--- config.mk ---
export PLATFORM = sky130hd
export DESIGN_NAME = nand_page_seq
export DESIGN_NICKNAME = d
export VERILOG_FILES = /design/src/rtl/nand_seq_pkg.sv /design/src/rtl/nand_addr_gen.sv /design/src/rtl/nand_stream_ctr.sv /design/src/rtl/nand_rdy_poll.sv /design/src/rtl/nand_page_seq.sv
export SDC_FILE = /design/constraint.sdc
export NUM_CORES = 1
export LEC_CHECK = 0
export BUFFER_PORTS_ARGS = -buffer_cell sky130_fd_sc_hd__buf_2
export CORE_AREA = 5 5 131 145
export DETAILED_ROUTE_END_ITERATION = 6
export DIE_AREA = 0 0 136 150
export PLACE_DENSITY = 0.58
export SYNTH_ARGS = -nofsm -noshare
export SYNTH_HDL_FRONTEND = slang
export SYNTH_SLANG_ARGS = --single-unit
--- constraint.sdc ---
create_clock -name clk -period 2.3 [get_ports clk]
set_input_delay 0.345 -clock clk [delete_from_list [all_inputs] [get_ports clk]]
set_output_delay 0.345 -clock clk [all_outputs]
set_load 0.02 [all_outputs]
--- src/rtl/nand_seq_pkg.sv ---
`timescale 1ns/1ps
package nand_seq_pkg;

  typedef enum logic [3:0] {
    ST_IDLE, ST_CMD, ST_ADDR, ST_RSTART, ST_WDATA, ST_PROG,
    ST_WAIT, ST_RDATA, ST_RDRAIN, ST_SCMD, ST_SREAD, ST_SCAP
  } seq_state_t;

  localparam logic [7:0] OP_DATA_IN = 8'h80;
  localparam logic [7:0] OP_PROGRAM = 8'h10;
  localparam logic [7:0] OP_READ    = 8'h00;
  localparam logic [7:0] OP_READ_GO = 8'h30;
  localparam logic [7:0] OP_STATUS  = 8'h70;

  // number of 512-byte sectors held by one page
  function automatic logic [3:0] sectors_of(input logic [1:0] psz);
    case (psz)
      2'd0:    return 4'd1;
      2'd1:    return 4'd4;
      default: return 4'd8;
    endcase
  endfunction

  function automatic logic [1:0] col_bytes(input logic [1:0] psz);
    return (psz == 2'd0) ? 2'd1 : 2'd2;
  endfunction

  // row byte count: remaining address cycles, kept within 2..4
  function automatic logic [2:0] row_bytes(input logic [2:0] ac, input logic [1:0] col);
    logic [3:0] d;
    d = {1'b0, ac} - {2'b00, col};
    if ({1'b0, ac} < ({2'b00, col} + 4'd2)) return 3'd2;
    else if (d > 4'd4)                       return 3'd4;
    else                                     return d[2:0];
  endfunction

endpackage

--- src/rtl/nand_addr_gen.sv ---
`timescale 1ns/1ps
module nand_addr_gen (
  input  logic [2:0]  idx,
  input  logic [1:0]  col_n,
  input  logic [2:0]  row_n,
  input  logic [31:0] page,
  output logic [7:0]  abyte,
  output logic        alast
);
  logic [2:0]  total;
  logic [2:0]  rsel;
  logic [31:0] shifted;

  assign total   = {1'b0, col_n} + row_n;
  assign rsel    = idx - {1'b0, col_n};
  assign shifted = page >> {rsel, 3'b000};
  // column bytes are always zero (start of page); row bytes low first
  assign abyte   = (idx < {1'b0, col_n}) ? 8'h00 : shifted[7:0];
  assign alast   = (idx == total - 3'd1);
endmodule

--- src/rtl/nand_stream_ctr.sv ---
`timescale 1ns/1ps
module nand_stream_ctr #(
  parameter int SECTOR_BYTES = 512,
  parameter int SPARE_BYTES  = 16,
  parameter int SECT_W       = 4
) (
  input  logic              clk,
  input  logic              rst,
  input  logic              clr,
  input  logic              step,
  input  logic [SECT_W-1:0] sectors,
  output logic              in_spare,
  output logic              last
);
  localparam int GROUP = SECTOR_BYTES + SPARE_BYTES;
  localparam int POS_W = $clog2(GROUP);

  logic [POS_W-1:0]  pos;
  logic [SECT_W-1:0] sec;

  always_ff @(posedge clk) begin
    if (rst || clr) begin
      pos <= '0;
      sec <= '0;
    end else if (step) begin
      if (pos == POS_W'(GROUP - 1)) begin
        pos <= '0;
        sec <= sec + 1'b1;
      end else begin
        pos <= pos + 1'b1;
      end
    end
  end

  assign in_spare = (pos >= POS_W'(SECTOR_BYTES));
  assign last     = (pos == POS_W'(GROUP - 1)) && (sec == sectors - 1'b1);

  // a group wraps back to main-area bytes
  assert_group_wrap_R6: assert property (@(posedge clk) disable iff (rst)
    (step && !clr && pos == POS_W'(GROUP - 1)) |=> (pos == '0 && !in_spare));
endmodule

--- src/rtl/nand_rdy_poll.sv ---
`timescale 1ns/1ps
module nand_rdy_poll #(
  parameter int POLL_DIV  = 8,
  parameter int MAX_POLLS = 100
) (
  input  logic clk,
  input  logic rst,
  input  logic arm,
  input  logic rdy,
  output logic ok,
  output logic expired
);
  localparam int DIV_W = (POLL_DIV > 1) ? $clog2(POLL_DIV) : 1;
  localparam int CNT_W = $clog2(MAX_POLLS + 1) + 1;

  logic             active;
  logic [DIV_W-1:0] div;
  logic [CNT_W-1:0] cnt;

  always_ff @(posedge clk) begin
    if (rst) begin
      active  <= 1'b0;
      div     <= '0;
      cnt     <= '0;
      ok      <= 1'b0;
      expired <= 1'b0;
    end else begin
      ok      <= 1'b0;
      expired <= 1'b0;
      if (arm) begin
        active <= 1'b1;
        div    <= '0;
        cnt    <= '0;
      end else if (active) begin
        div <= (div == DIV_W'(POLL_DIV - 1)) ? '0 : div + 1'b1;
        if (div == '0) begin
          if (rdy) begin
            ok     <= 1'b1;
            active <= 1'b0;
          end else if (cnt == CNT_W'(MAX_POLLS)) begin
            expired <= 1'b1;
            active  <= 1'b0;
          end else begin
            cnt <= cnt + 1'b1;
          end
        end
      end
    end
  end

  assert_poll_excl_R7: assert property (@(posedge clk) disable iff (rst)
    !(ok && expired));
  assert_poll_armed_R7: assert property (@(posedge clk) disable iff (rst)
    (ok || expired) |-> $past(active));
endmodule

--- src/rtl/nand_page_seq.sv ---
`timescale 1ns/1ps
module nand_page_seq
  import nand_seq_pkg::*;
#(
  parameter int POLL_DIV     = 8,
  parameter int MAX_POLLS    = 100,
  parameter int SECTOR_BYTES = 512,
  parameter int SPARE_BYTES  = 16
) (
  input  logic        clk,
  input  logic        rst,
  input  logic        start,
  input  logic        op_read,
  input  logic [31:0] page,
  input  logic [1:0]  page_sz,
  input  logic [2:0]  addr_cyc,
  input  logic [7:0]  wr_data,
  input  logic        wr_valid,
  output logic        wr_take,
  output logic        bus_we,
  output logic        bus_re,
  output logic        bus_cle,
  output logic        bus_ale,
  output logic [7:0]  bus_dout,
  input  logic [7:0]  bus_din,
  input  logic        nand_rdy,
  output logic [7:0]  rd_data,
  output logic        rd_valid,
  output logic        rd_spare,
  output logic        busy,
  output logic        done,
  output logic        timeout,
  output logic        fail
);
  localparam int SECT_W = 4;

  seq_state_t        st;
  logic              op_q, big_q;
  logic [31:0]       page_q;
  logic [1:0]        col_q;
  logic [2:0]        row_q;
  logic [SECT_W-1:0] sect_q;
  logic [2:0]        idx;
  logic [7:0]        abyte;
  logic              alast;
  logic              in_spare, slast, s_clr, s_step;
  logic              poll_arm, poll_ok, poll_exp;
  logic              rd_pend, rd_spare_pend;

  nand_addr_gen u_addr (
    .idx(idx), .col_n(col_q), .row_n(row_q), .page(page_q),
    .abyte(abyte), .alast(alast)
  );

  assign s_clr  = (st == ST_CMD);
  assign s_step = (st == ST_WDATA && wr_valid) || (st == ST_RDATA);

  nand_stream_ctr #(
    .SECTOR_BYTES(SECTOR_BYTES), .SPARE_BYTES(SPARE_BYTES), .SECT_W(SECT_W)
  ) u_stream (
    .clk(clk), .rst(rst), .clr(s_clr), .step(s_step), .sectors(sect_q),
    .in_spare(in_spare), .last(slast)
  );

  assign poll_arm = (st == ST_PROG) || (st == ST_RSTART) ||
                    (st == ST_ADDR && alast && op_q && !big_q);

  nand_rdy_poll #(.POLL_DIV(POLL_DIV), .MAX_POLLS(MAX_POLLS)) u_poll (
    .clk(clk), .rst(rst), .arm(poll_arm), .rdy(nand_rdy),
    .ok(poll_ok), .expired(poll_exp)
  );

  assign wr_take = (st == ST_WDATA) && wr_valid;

  always_ff @(posedge clk) begin
    if (rst) begin
      st            <= ST_IDLE;
      op_q          <= 1'b0;
      big_q         <= 1'b0;
      page_q        <= '0;
      col_q         <= 2'd1;
      row_q         <= 3'd2;
      sect_q        <= '0;
      idx           <= '0;
      bus_we        <= 1'b0;
      bus_re        <= 1'b0;
      bus_cle       <= 1'b0;
      bus_ale       <= 1'b0;
      bus_dout      <= '0;
      rd_data       <= '0;
      rd_valid      <= 1'b0;
      rd_spare      <= 1'b0;
      rd_pend       <= 1'b0;
      rd_spare_pend <= 1'b0;
      busy          <= 1'b0;
      done          <= 1'b0;
      timeout       <= 1'b0;
      fail          <= 1'b0;
    end else begin
      bus_we   <= 1'b0;
      bus_re   <= 1'b0;
      bus_cle  <= 1'b0;
      bus_ale  <= 1'b0;
      done     <= 1'b0;
      timeout  <= 1'b0;
      fail     <= 1'b0;
      rd_pend  <= 1'b0;
      rd_valid <= rd_pend;
      rd_spare <= rd_spare_pend;
      if (rd_pend) rd_data <= bus_din;

      case (st)
        ST_IDLE: if (start) begin
          op_q   <= op_read;
          big_q  <= (page_sz != 2'd0);
          page_q <= page;
          col_q  <= col_bytes(page_sz);
          row_q  <= row_bytes(addr_cyc, col_bytes(page_sz));
          sect_q <= sectors_of(page_sz);
          busy   <= 1'b1;
          st     <= ST_CMD;
        end
        ST_CMD: begin
          bus_we   <= 1'b1;
          bus_cle  <= 1'b1;
          bus_dout <= op_q ? OP_READ : OP_DATA_IN;
          idx      <= '0;
          st       <= ST_ADDR;
        end
        ST_ADDR: begin
          bus_we   <= 1'b1;
          bus_ale  <= 1'b1;
          bus_dout <= abyte;
          idx      <= idx + 3'd1;
          if (alast) begin
            if (!op_q)     st <= ST_WDATA;
            else if (big_q) st <= ST_RSTART;
            else           st <= ST_WAIT;
          end
        end
        ST_RSTART: begin
          bus_we   <= 1'b1;
          bus_cle  <= 1'b1;
          bus_dout <= OP_READ_GO;
          st       <= ST_WAIT;
        end
        ST_WDATA: if (wr_valid) begin
          bus_we   <= 1'b1;
          bus_dout <= wr_data;
          if (slast) st <= ST_PROG;
        end
        ST_PROG: begin
          bus_we   <= 1'b1;
          bus_cle  <= 1'b1;
          bus_dout <= OP_PROGRAM;
          st       <= ST_WAIT;
        end
        ST_WAIT: begin
          if (poll_ok) begin
            st <= op_q ? ST_RDATA : ST_SCMD;
          end else if (poll_exp) begin
            timeout <= 1'b1;
            busy    <= 1'b0;
            st      <= ST_IDLE;
          end
        end
        ST_RDATA: begin
          bus_re        <= 1'b1;
          rd_pend       <= 1'b1;
          rd_spare_pend <= in_spare;
          if (slast) st <= ST_RDRAIN;
        end
        ST_RDRAIN: begin
          done <= 1'b1;
          busy <= 1'b0;
          st   <= ST_IDLE;
        end
        ST_SCMD: begin
          bus_we   <= 1'b1;
          bus_cle  <= 1'b1;
          bus_dout <= OP_STATUS;
          st       <= ST_SREAD;
        end
        ST_SREAD: begin
          bus_re <= 1'b1;
          st     <= ST_SCAP;
        end
        ST_SCAP: begin
          fail <= bus_din[0];
          done <= !bus_din[0];
          busy <= 1'b0;
          st   <= ST_IDLE;
        end
        default: st <= ST_IDLE;
      endcase
    end
  end

  assert_strobe_excl_R1: assert property (@(posedge clk) disable iff (rst)
    !(bus_we && bus_re) && !(bus_cle && bus_ale));
  assert_latch_needs_we_R1: assert property (@(posedge clk) disable iff (rst)
    (bus_cle || bus_ale) |-> bus_we);
  assert_rd_after_re_R6: assert property (@(posedge clk) disable iff (rst)
    rd_valid |-> $past(bus_re));
  assert_quiet_after_to_R7: assert property (@(posedge clk) disable iff (rst)
    timeout |=> (!bus_we && !bus_re));
  assert_one_flag_R9: assert property (@(posedge clk) disable iff (rst)
    $onehot0({done, timeout, fail}));
  assert_busy_fall_R9: assert property (@(posedge clk) disable iff (rst)
    $fell(busy) |-> (done || timeout || fail));
  assert_flag_idle_R9: assert property (@(posedge clk) disable iff (rst)
    (done || timeout || fail) |-> (!busy && $past(busy)));
  assert_take_data_R11: assert property (@(posedge clk) disable iff (rst)
    wr_take |=> (bus_we && !bus_cle && !bus_ale && bus_dout == $past(wr_data)));
endmodule

---- After elaboration in Yosys (flattened, before gate mapping) ----
Cells that the tools add are included.
word-level totals
  input bits .............................. 59
  bits in registers ....................... 106
  word-level logic and storage cells ...... 151
operators by class
  reduce and logical (&&, ||, !) cells .... 34
  bitwise gates (word level) .............. 6
  order comparisons ....................... 4
  equality and inequality tests ........... 25
  multiplexer cells ....................... 41
  $add $sub $neg .......................... 11
  shift-type cells ........................ 1
operators by type and width
  kind                   count
  $pmux 8 s6             1
  $pmux 4 s9             1
  $mux 4                 8
  $shr 32x6->8           1
  $mux 8                 3
  $eq 4x3->1 const B     4
  $eq 4x4->1 const B     4
  $mux 1                 16
  $mux 3                 5
  $ne 2x2->1 const B     6
  $add 10x1->10 const B  1
  $eq 10x10->1 const B   1
  $ge 10x10->1 const B   1
  $mux 10                1
  $reduce_or 2->1        5
  $reduce_or 5->1        2
  $add 8x1->8 const B    1
  $eq 4x2->1 const B     2
  $eq 8x7->1 const B     1
  $pmux 4 s2             1
  $reduce_and 4->1       2
  $reduce_or 4->1        2
  $add 3x1->3 const B    2
  $not 1->1              6
  33 further kinds       45

---- Depth between registers and ports, before layout ----
Gate-level depths: netlist (run 1).
  depth in word-level cells ............... 8
  gate-level depth with buffers ........... 10

---- By module ----
From an unflattened synthesis (run 1), not the netlist that was laid out.
second synthesis, totals
  cells, all modules ...................... 610
  area total of the unflattened synthesis .. 5188.7 um2
modules (own cells, without submodules)
  module           area an instance (um2)  cells an instance  times used
  nand_page_seq    3263.1                  404                1
  nand_stream_ctr  773.2                   87                 1
  nand_rdy_poll    710.7                   77                 1
  nand_addr_gen    441.7                   42                 1

---- Worst setup path after synthesis (run 1) ----
OpenSTA, ideal clock, no wires.
  path kind ............................... register to register
  start ................................... register idx[0]
  end ..................................... register bus_dout[4]
  slack ................................... -89 ps
  cell stages (with the launch flop) ...... 9
  library setup time ...................... 131 ps
  clock period less this slack ............ 2389 ps
  arrival time ............................ 2258 ps
  cells stage by stage .................... dfxtp_1 > inv_1 > ha_1 > inv_1 > fa_1 > buf_2 > mux4_2 > a2111oi_0 > nor3_1
on the way
  cells in the longest elaborated chain, start to end .. 4
  elaborated cells on any way between the ends .. 5
  those cells by class .................... 1 x add/sub; 1 x order compare; 1 x shift; 2 x mux
RTL lines
  what                      line                  source
  start: declaration        nand_page_seq.sv:43   logic [2:0] idx;
  start signal: assignment  nand_page_seq.sv:134  idx <= idx + 3'd1;
  $sub 3x2->3               nand_addr_gen.sv:15   assign rsel = idx - {1'b0, col_n};
  $shr 32x6->8              nand_addr_gen.sv:16   assign shifted = page >> {rsel, 3'b000};
  $mux 8 (*)                nand_addr_gen.sv:18   assign abyte = (idx < {1'b0, col_n}) ? 8'h00 : shifted[7:0];
  $pmux 8 s6 (*)            nand_page_seq.sv:112  case (st)
  end signal: assignment    nand_page_seq.sv:126  bus_dout <= op_q ? OP_READ : OP_DATA_IN;
  end signal: assignment    nand_page_seq.sv:133  bus_dout <= abyte;
  end signal: assignment    nand_page_seq.sv:149  bus_dout <= wr_data;
  end: declaration          nand_page_seq.sv:24   output logic [7:0] bus_dout,
Every way passes the cells marked *; elsewhere a longest branch is shown, timed or not.
A chain may end at the register's enable or synchronous reset.

---- Final worst setup path (run 1) ----
Ends and elaborated chain as after synthesis.

==> results of run 1 <==
[layer usage]
metal | share of wire [%] | vias up
li1 | - | 2252
met1 | 47 | 1992
met2 | 47 | 98
met3 | 4.4 | 20
met4 | 2.3 | 0
met5 | 0 | -
[worst paths after layout]
| check | from | end | slack [ps] | cells after the start |
|---|---|---|---|---|
| setup / recovery | idx[0] | bus_dout[4] | 80 | 7 |
| setup reg to reg | idx[0] | bus_dout[4] | 80 | 7 |
| hold reg to reg | page_q[15] | page_q[15] | 450 | 2 |
| hold / removal | page[17] | page_q[17] | 230 | 3 |
[repair_timing]
action	4_1_cts	5_1_grt
gates resized for setup	3	16
endpoints found under the hold margin	0	0
hold buffers	0	0
endpoints found under the setup margin	4	7
pin swaps	0	10
[cells in the final DEF, fill, tap and decap left out, types with 5 or more instances in the layout]
| cell | n |
|---|---|
| xnor2_1 | 16 |
| mux2i_1 | 13 |
| o21ai_1 | 6 |
| nor2_1 | 64 |
| buf_2 | 85 |
| nor2b_1 | 7 |
| nor3_1 | 16 |
| dfxtp_1 | 102 |
| a21oi_1 | 60 |
| nand2_1 | 99 |
| buf_4 | 27 |
| ha_1 | 18 |
| xor2_1 | 10 |
| nand4_1 | 5 |
| nand2b_1 | 9 |
| a211oi_1 | 8 |
| nand3_1 | 10 |
| mux4_2 | 8 |
| and3_1 | 7 |
| inv_2 | 5 |
| inv_1 | 32 |
| clkbuf_16 | 9 |
| o21ai_0 | 13 |
[state kept, by name, indices dropped and copies added, names as in the netlist, 3 cells and up]
register / cells
bus_dout: 8
row_q: 3
u_stream.pos: 10
u_poll.cnt: 8
u_poll.div: 3
page_q: 32
st: 4
rd_data: 8
idx: 3
u_stream.sec: 4
sect_q: 3
[report_power, final]
group | switching [mW] | internal [mW]
Combinational | 1.37 | 1.07
Clock | 0.679 | 0.873
Sequential | 0.171 | 2.04
[worst max-delay path, delay by kind of cell (launching register included)]
| kind | cells | cell delay [ps] |
|---|---|---|
| muxes | 1 | 550 |
| adders and majority gates | 2 | 730 |
| AOI/OAI and AO/OA | 1 | 340 |
| DFF | 1 | 320 |
| buffers and inverters | 2 | 100 |
| and+or+nand+nor | 1 | 70 |
[kinds of logic after synthesis]
group,count (synthesis),synth area share [%]
multiplexers,21,6.09
buffers and inverters,70,6.09
AO/OA/AOI/OAI,118,13.8
XOR/XNOR,27,4.91
AND/OR/NAND/NOR,247,22.8
flip-flops,104,40.9
adder cells (fa/ha/maj),21,5.45
[final cells by class]
class                           instances  area share (%)
Multi-Input combinational cell        434            44.0
Tap cell                              238            4.76
Clock buffer                           11            3.88
Sequential cell                       104            33.4
Inverter                               37            2.22
Timing Repair Buffer                  115            10.9
Clock inverter                          5           0.901
[through the flow]
step	TNS, ps	power (mW)	cells	setup WS [ps]
floorplan	0	3.88	608	14.1
global placement	-62.5	4.59	928	-19.9
detailed placement	-108	4.60	928	-36.9
CTS	0	6.18	944	5.49
global route	-122	6.62	944	-55.4
finish	0	6.20	944	76.5
==> impl_metrics.yaml, run 1 <==
status:
  status: "finished clean"
finish:
  fin_area_um2: 6250
  syn2layout_area_growth_pct: 22.7
  multi_input_area_um2: 2750
  fill_cells: 1808
  fin_nets: 781
  post-route-util_pct: 35.9
  drive_gt1_share_pct: 22.9
  regArea_um2: 2080
  diodes: 0
run:
  maxCapViolations: 0
placement:
  gp_congestion: 0.787
  place_area_um2: 5900
  dp.final_hpwl_um: 9610
  io_buffers: 85
floorplanning:
  rows: 51
  core_um2: 17400
  start_util_pct: 29.2
  die-area_um2: 20400
  ios: 86
  die_h_um: 150
  fp.dieW_um: 136
drt:
  post_drt_wl_per_cell_um: 13.5
  ant_nets: 0
  num_vias: 4362
  drt-total-wl_um: 12700
  drc: 0
  drt_iter0_markers: 225
  via_per_inst: 4.62
  first_pass_iters: 4
critical_path:
  crit_path_end_kind: "flip-flop"
  path_common_cell: "inv_2"
  crit_fanout: 3
  slowest_delay_ps: 600
  crit_type: "reg2reg"
  start_kind: "flip-flop"
  crit_arrival_ps: 2460
  path_cells: "inv_2 > ha_4 > inv_2 > fa_2 > mux4_2 > a2111oi_4 > nor3_2"
  critPathSlowestCell: "fa_2"
  worstPathRequired_ps: 2530
clocking:
  cts_buffer_depth: 2
  clock_sinks: 104
  tritoncts: "yes"
  numCtsBuffers: 9
  clock_latency_ps: 350
  htree_num_levels: 3
  cts-root-buf: "clkbuf_16"
  cts_setup_buffers: 0
  cts.clk_slew.worst_paths_ps: 70
logic_synthesis:
  synth-edff-count: 0
  yosys-top-cells-area: "dfxtp_1, nand2_1, a21oi_1"
  ys_ff_latch: 104
  yosysWarnings: 0
  synth-async-reset-ratio_pct: 0
  ys_seq_area_share_pct: 40.9
  synth_common_cells: "dfxtp_1, nand2_1, nor2_1, a21oi_1, inv_1"
  synth.top_cell.area_share_pct: 40.9
  synthCells: 608
  syn_nets: 688
  synth_most_common_cell: "dfxtp_1"
  synth.avg_cell_area_um2: 8.38
  synthFlopType: "dfxtp_1"
  yosys.area.top_type: "dfxtp_1"
  netlist_area_um2: 5090
  synth_cell_type_count: 61
grt:
  use_met1_pct: 16.5
  grt_pass1_vias: 4278
  grt.busiest_layer: "met2"
  grtUsageTotal_pct: 12.8
  grt_overflow: 0
  grtUsageMet3_pct: 2.62
  antenna_found_initial: 0
  grt_pass1_wl_um: 20800
  grt_max_degree: 38
  met2_usage_pct: 20.8
timing:
  fmax_mhz: 450
  setup_violations: 0
  min_period_ps: 2220
  max_slew_margin_pct: 55.3
  finalHoldViolations: 0
  finalMaxSlewViolations: 0
  min_period_over_period_pct: 96.7
  hold-worst-slack_ps: 228
  rsz0062_at_grt: "true"
  skew_ps: 13.1
  tightest_slew_ps: 669
power_and_ir_drop:
  power.leakage_nw: 2.48
  peakVddDrop_mv: 0.492
  pwr_density_cell_nw_per_um2: 992
worst_hold_path:
  hold_path.class: "in2reg"
Power figures use the tool's default switching activity.
==> run 2, diff against run 1 <==
CTS_BUF_LIST = sky130_fd_sc_hd__clkbuf_4 sky130_fd_sc_hd__clkbuf_8   (was default)
GPL_TIMING_DRIVEN = 1   (was default)
RECOVER_POWER = 50   (was default)
==> impl_metrics.yaml, run 2 (synthesis gave the netlist of run 1 again) <==
status:
  status: "finished clean"
critical_path:
  rr_worst_depth: 7
  r2r_slack_ps: 80
  crit_fanout: 3
  crit_arrival_ps: 2490
  critPathSlowestCell: "fa_2"
  crit_path_start: "idx[0]"
  path_cells: "inv_2 > ha_4 > inv_2 > fa_2 > mux4_2 > a2111oi_4 > nor3_2"
  worstPathRequired_ps: 2570
  slowest_delay_ps: 600
  r2r_end: "bus_dout[4]"
  r2r-start: "idx[0]"
  crit_type: "reg2reg"
  path_common_cell: "inv_2"
  start_kind: "flip-flop"
  crit_path_end_kind: "flip-flop"
  crit_path_end: "bus_dout[4]"
clocking:
  cts_buffer_depth: 2
  tritoncts: "yes"
  cts.clk_slew.worst_paths_ps: 100
  cts-root-buf: "clkbuf_8"
  clock_sinks: 104
  clock_latency_ps: 380
  numCtsBuffers: 9
  htree_num_levels: 3
timing:
  finalHoldViolations: 0
  min_period_over_period_pct: 96.7
  tns_ps: 0
  min_period_ps: 2220
  finalMaxSlewViolations: 0
  rsz0062_at_grt: "true"
  max_slew_margin_pct: 55.8
  skew_ps: 12.5
  setup_violations: 0
  setup_ws_ps: 75.4
  tightest_slew_ps: 662
  fmax_mhz: 450
run:
  maxCapViolations: 0
drt:
  drt_iter0_markers: 220
  post_drt_wl_per_cell_um: 13.4
  num_vias: 4364
  first_pass_iters: 4
  ant_nets: 0
  via_per_inst: 4.62
  drt-total-wl_um: 12600
  drc: 0
grt:
  grt_max_degree: 38
  grt_overflow: 0
  grt_pass1_wl_um: 20700
  grtUsageTotal_pct: 12.8
  grt_pass1_vias: 4251
  antenna_found_initial: 0
power_and_ir_drop:
  peakVddDrop_mv: 0.478
  power.leakage_nw: 2.31
  pwr_density_cell_nw_per_um2: 947
placement:
  dp.cells: 928
  dp.final_hpwl_um: 9610
  gp_congestion: 0.787
  place_area_um2: 5900
  pre_cts_ws_ps: -36.9
  io_buffers: 85
finish:
  largest_reg_flops: 32
  fin_area_um2: 6100
  post-route-util_pct: 35.0
  fill_cells: 1843
  top_register: "page_q"
  regArea_um2: 2080
  drive_gt1_share_pct: 18.7
  multi_input_area_um2: 2750
  fin_nets: 781
  final_common_cell: "dfxtp_1"
  most-common-layout-cells: "dfxtp_1, nand2_1, nor2_1"
  diodes: 0
  syn2layout_area_growth_pct: 19.8
  instances_no_fill: 944
  reg.largest.list: "page_q (32), u_stream.pos (10)"
floorplanning:
  start_util_pct: 29.2
  die_h_um: 150
  die-area_um2: 20400
  ios: 86
  fp.dieW_um: 136
  core_um2: 17400
  rows: 51
worst_hold_path:
  hold_path.class: "in2reg"
==> run 2: layer usage <==
layer / up-vias / wire (um) / part of all wire, % / GRT usage (%)
li1: 2257 / - / - / -
met1: 1995 / 5900 / 47 / 16.6
met2: 101 / 5990 / 47 / 20.8
met3: 11 / 566 / 4.5 / 3.13
met4: 0 / 180 / 1.4 / 4.49
met5: - / 0 / 0 / 0
==> run 2: final cells by class <==
type / count / share of cell area [%]
Sequential cell: 104 / 34.2
Timing Repair Buffer: 115 / 10.3
Clock buffer: 11 / 2.38
Inverter: 37 / 2.28
Clock inverter: 5 / 0.923
Tap cell: 238 / 4.88
Multi-Input combinational cell: 434 / 45.1
==> run 2: critical path, delay by kind of cell, from the launching register on <==
family | cells | cell delay [ps]
flops | 1 | 330
buf+inv | 2 | 100
compound gates | 1 | 340
simple gates | 1 | 70
mux | 1 | 550
fa+ha+maj | 2 | 730
==> run 2: timing repair <==
action                                 in CTS  in global routing
setup buffers                               0                  0
setup endpoints to repair                   4                  7
pin swaps                                   0                 10
endpoints found under the hold margin       0                  0
resized for setup                           3                 16
hold buffers                                0                  0
==> run 2: worst min path at each step <==
stage	from	end	slack, ps	depth (start not counted)
final	page[22]	page_q[22]	190	3
after global routing	page[22]	page_q[22]	180	3
after CTS	page[17]	page_q[17]	170	3
after detailed placement	page_q[31]	page_q[31]	450	2
after global placement	page_q[8]	page_q[8]	440	2
after floorplan	sect_q[2]	sect_q[2]	430	2
==> run 2: metrics by stage <==
| step | power [mW] | hold slack (ps) |
|---|---|---|
| 2_1_floorplan | 3.88 | 432 |
| 5_1_grt | 6.22 | 183 |
| 6_report | 5.78 | 194 |
| 3_5_place_dp | 4.60 | 445 |
| 4_1_cts | 5.81 | 171 |
| 3_3_place_gp | 4.59 | 443 |
==> run 2: power by group <==
group	internal, mW	switching (mW)	total, mW
clock network	0.544	0.629	1.17
logic	1.04	1.36	2.40
registers	2.04	0.171	2.21
total	3.62	2.16	5.78
==> run 3, diff against run 2 <==
CORE_AREA = 5 5 114 127   (was 5 5 131 145)
DIE_AREA = 0 0 119 132   (was 0 0 136 150)
PLACE_DENSITY = 0.7   (was 0.58)
==> impl_metrics.yaml, run 3 (synthesis gave the netlist of run 1 again) <==
status:
  status: "finished clean"
placement:
  gp_congestion: 0.836
  pre_cts_ws_ps: -40.1
  dp.final_hpwl_um: 8960
  io_buffers: 85
  dp.cells: 848
  place_area_um2: 5770
clocking:
  cts_setup_buffers: 0
  tritoncts: "yes"
  cts.clk_slew.worst_paths_ps: 100
  cts_buffer_depth: 2
  cts-root-buf: "clkbuf_8"
  clock_sinks: 104
  numCtsBuffers: 9
  htree_num_levels: 3
  clock_latency_ps: 380
timing:
  fmax_mhz: 447
  finalHoldViolations: 0
  min_period_over_period_pct: 97.3
  tightest_slew_ps: 490
  setup_ws_ps: 61.0
  rsz0062_at_grt: "true"
  skew_ps: 11.5
  hold-worst-slack_ps: 189
  tns_ps: 0
  max_slew_margin_pct: 67.3
  setup_violations: 0
  finalMaxSlewViolations: 0
  min_period_ps: 2240
finish:
  reg.largest.list: "page_q (32), u_stream.pos (10)"
  instances_no_fill: 864
  fill_cells: 1341
  syn2layout_area_growth_pct: 17.2
  top_register: "page_q"
  fin_area_um2: 5970
  final_common_cell: "dfxtp_1"
  most-common-layout-cells: "dfxtp_1, nand2_1, nor2_1"
  fin_nets: 778
  drive_gt1_share_pct: 18.8
  diodes: 0
  post-route-util_pct: 45.9
  largest_reg_flops: 32
critical_path:
  crit_type: "reg2reg"
  worstPathRequired_ps: 2550
  crit_arrival_ps: 2490
  start_kind: "flip-flop"
  crit_fanout: 4
  crit_path_end_kind: "flip-flop"
grt:
  met2_usage_pct: 25.3
  grt_overflow: 0
  antenna_found_initial: 1
  grt_pass1_vias: 4219
  grt_max_degree: 39
  use_met1_pct: 19.7
  grtUsageTotal_pct: 15.2
  grtUsageMet3_pct: 2.88
  grt_pass1_wl_um: 19700
  grt.busiest_layer: "met2"
floorplanning:
  core_um2: 13000
  start_util_pct: 39.2
  die-area_um2: 15700
  fp.dieW_um: 119
  ios: 86
  die_h_um: 132
  rows: 44
worst_hold_path:
  hold_path.class: "in2reg"
drt:
  num_vias: 4334
  ant_nets: 0
  drt-total-wl_um: 11800
  post_drt_wl_per_cell_um: 13.7
  drc: 0
  drt_iter0_markers: 225
  via_per_inst: 5.02
  first_pass_iters: 4
power_and_ir_drop:
  peakVddDrop_mv: 0.405
  pwr_density_cell_nw_per_um2: 957
  power.leakage_nw: 2.30
  p_total_mw: 5.71
run:
  maxCapViolations: 0
## run 3: power breakdown
group	leakage, nW	switching (mW)	internal [mW]
Combinational	1.35	1.32	1.01
Sequential	0.846	0.171	2.04
Clock	0.100	0.663	0.513
## run 3: cell type report
class / instances / area [um^2] / area share (%)
sequential: 104 / 2090 / 34.9
timing repair buffer: 112 / 596 / 9.98
tap: 161 / 201 / 3.38
inverter: 37 / 139 / 2.33
clock inverter: 7 / 77.6 / 1.30
clock buffer: 9 / 124 / 2.08
multi-input combinational: 434 / 2750 / 46.0
## run 3: metal layers
layer	wire [um]	share of wire (%)
met1	5510	47
met2	5540	47
met3	511	4.3
met4	254	2.1
met5	13	0.11
## run 3: critical path, stage by stage, from the launching register on
cell	delay, ps
dfxtp_2	340
inv_2	70
ha_4	140
inv_2	30
fa_2	590
buf_6	150
mux4_2	500
inv_2	60
a211oi_1	40
o21ai_1	130
a21oi_1	80
## run 3: path summary, 6_finish.rpt
path                            startpoint           to  slack [ps]  cells past startpoint
worst max-delay path                idx[0]  bus_dout[3]          60                     10
worst min-delay path               page[4]    page_q[4]         190                      3
worst max register to register      idx[0]  bus_dout[3]          60                     10
worst min register to register   sect_q[2]    sect_q[2]         460                      2
## run 3: what timing repair did
action | in CTS | in global routing
pin swaps | 3 | 8
hold buffers | 0 | 0
gates cloned | 0 | 0
setup endpoints to repair | 6 | 8
resized for setup | 8 | 11
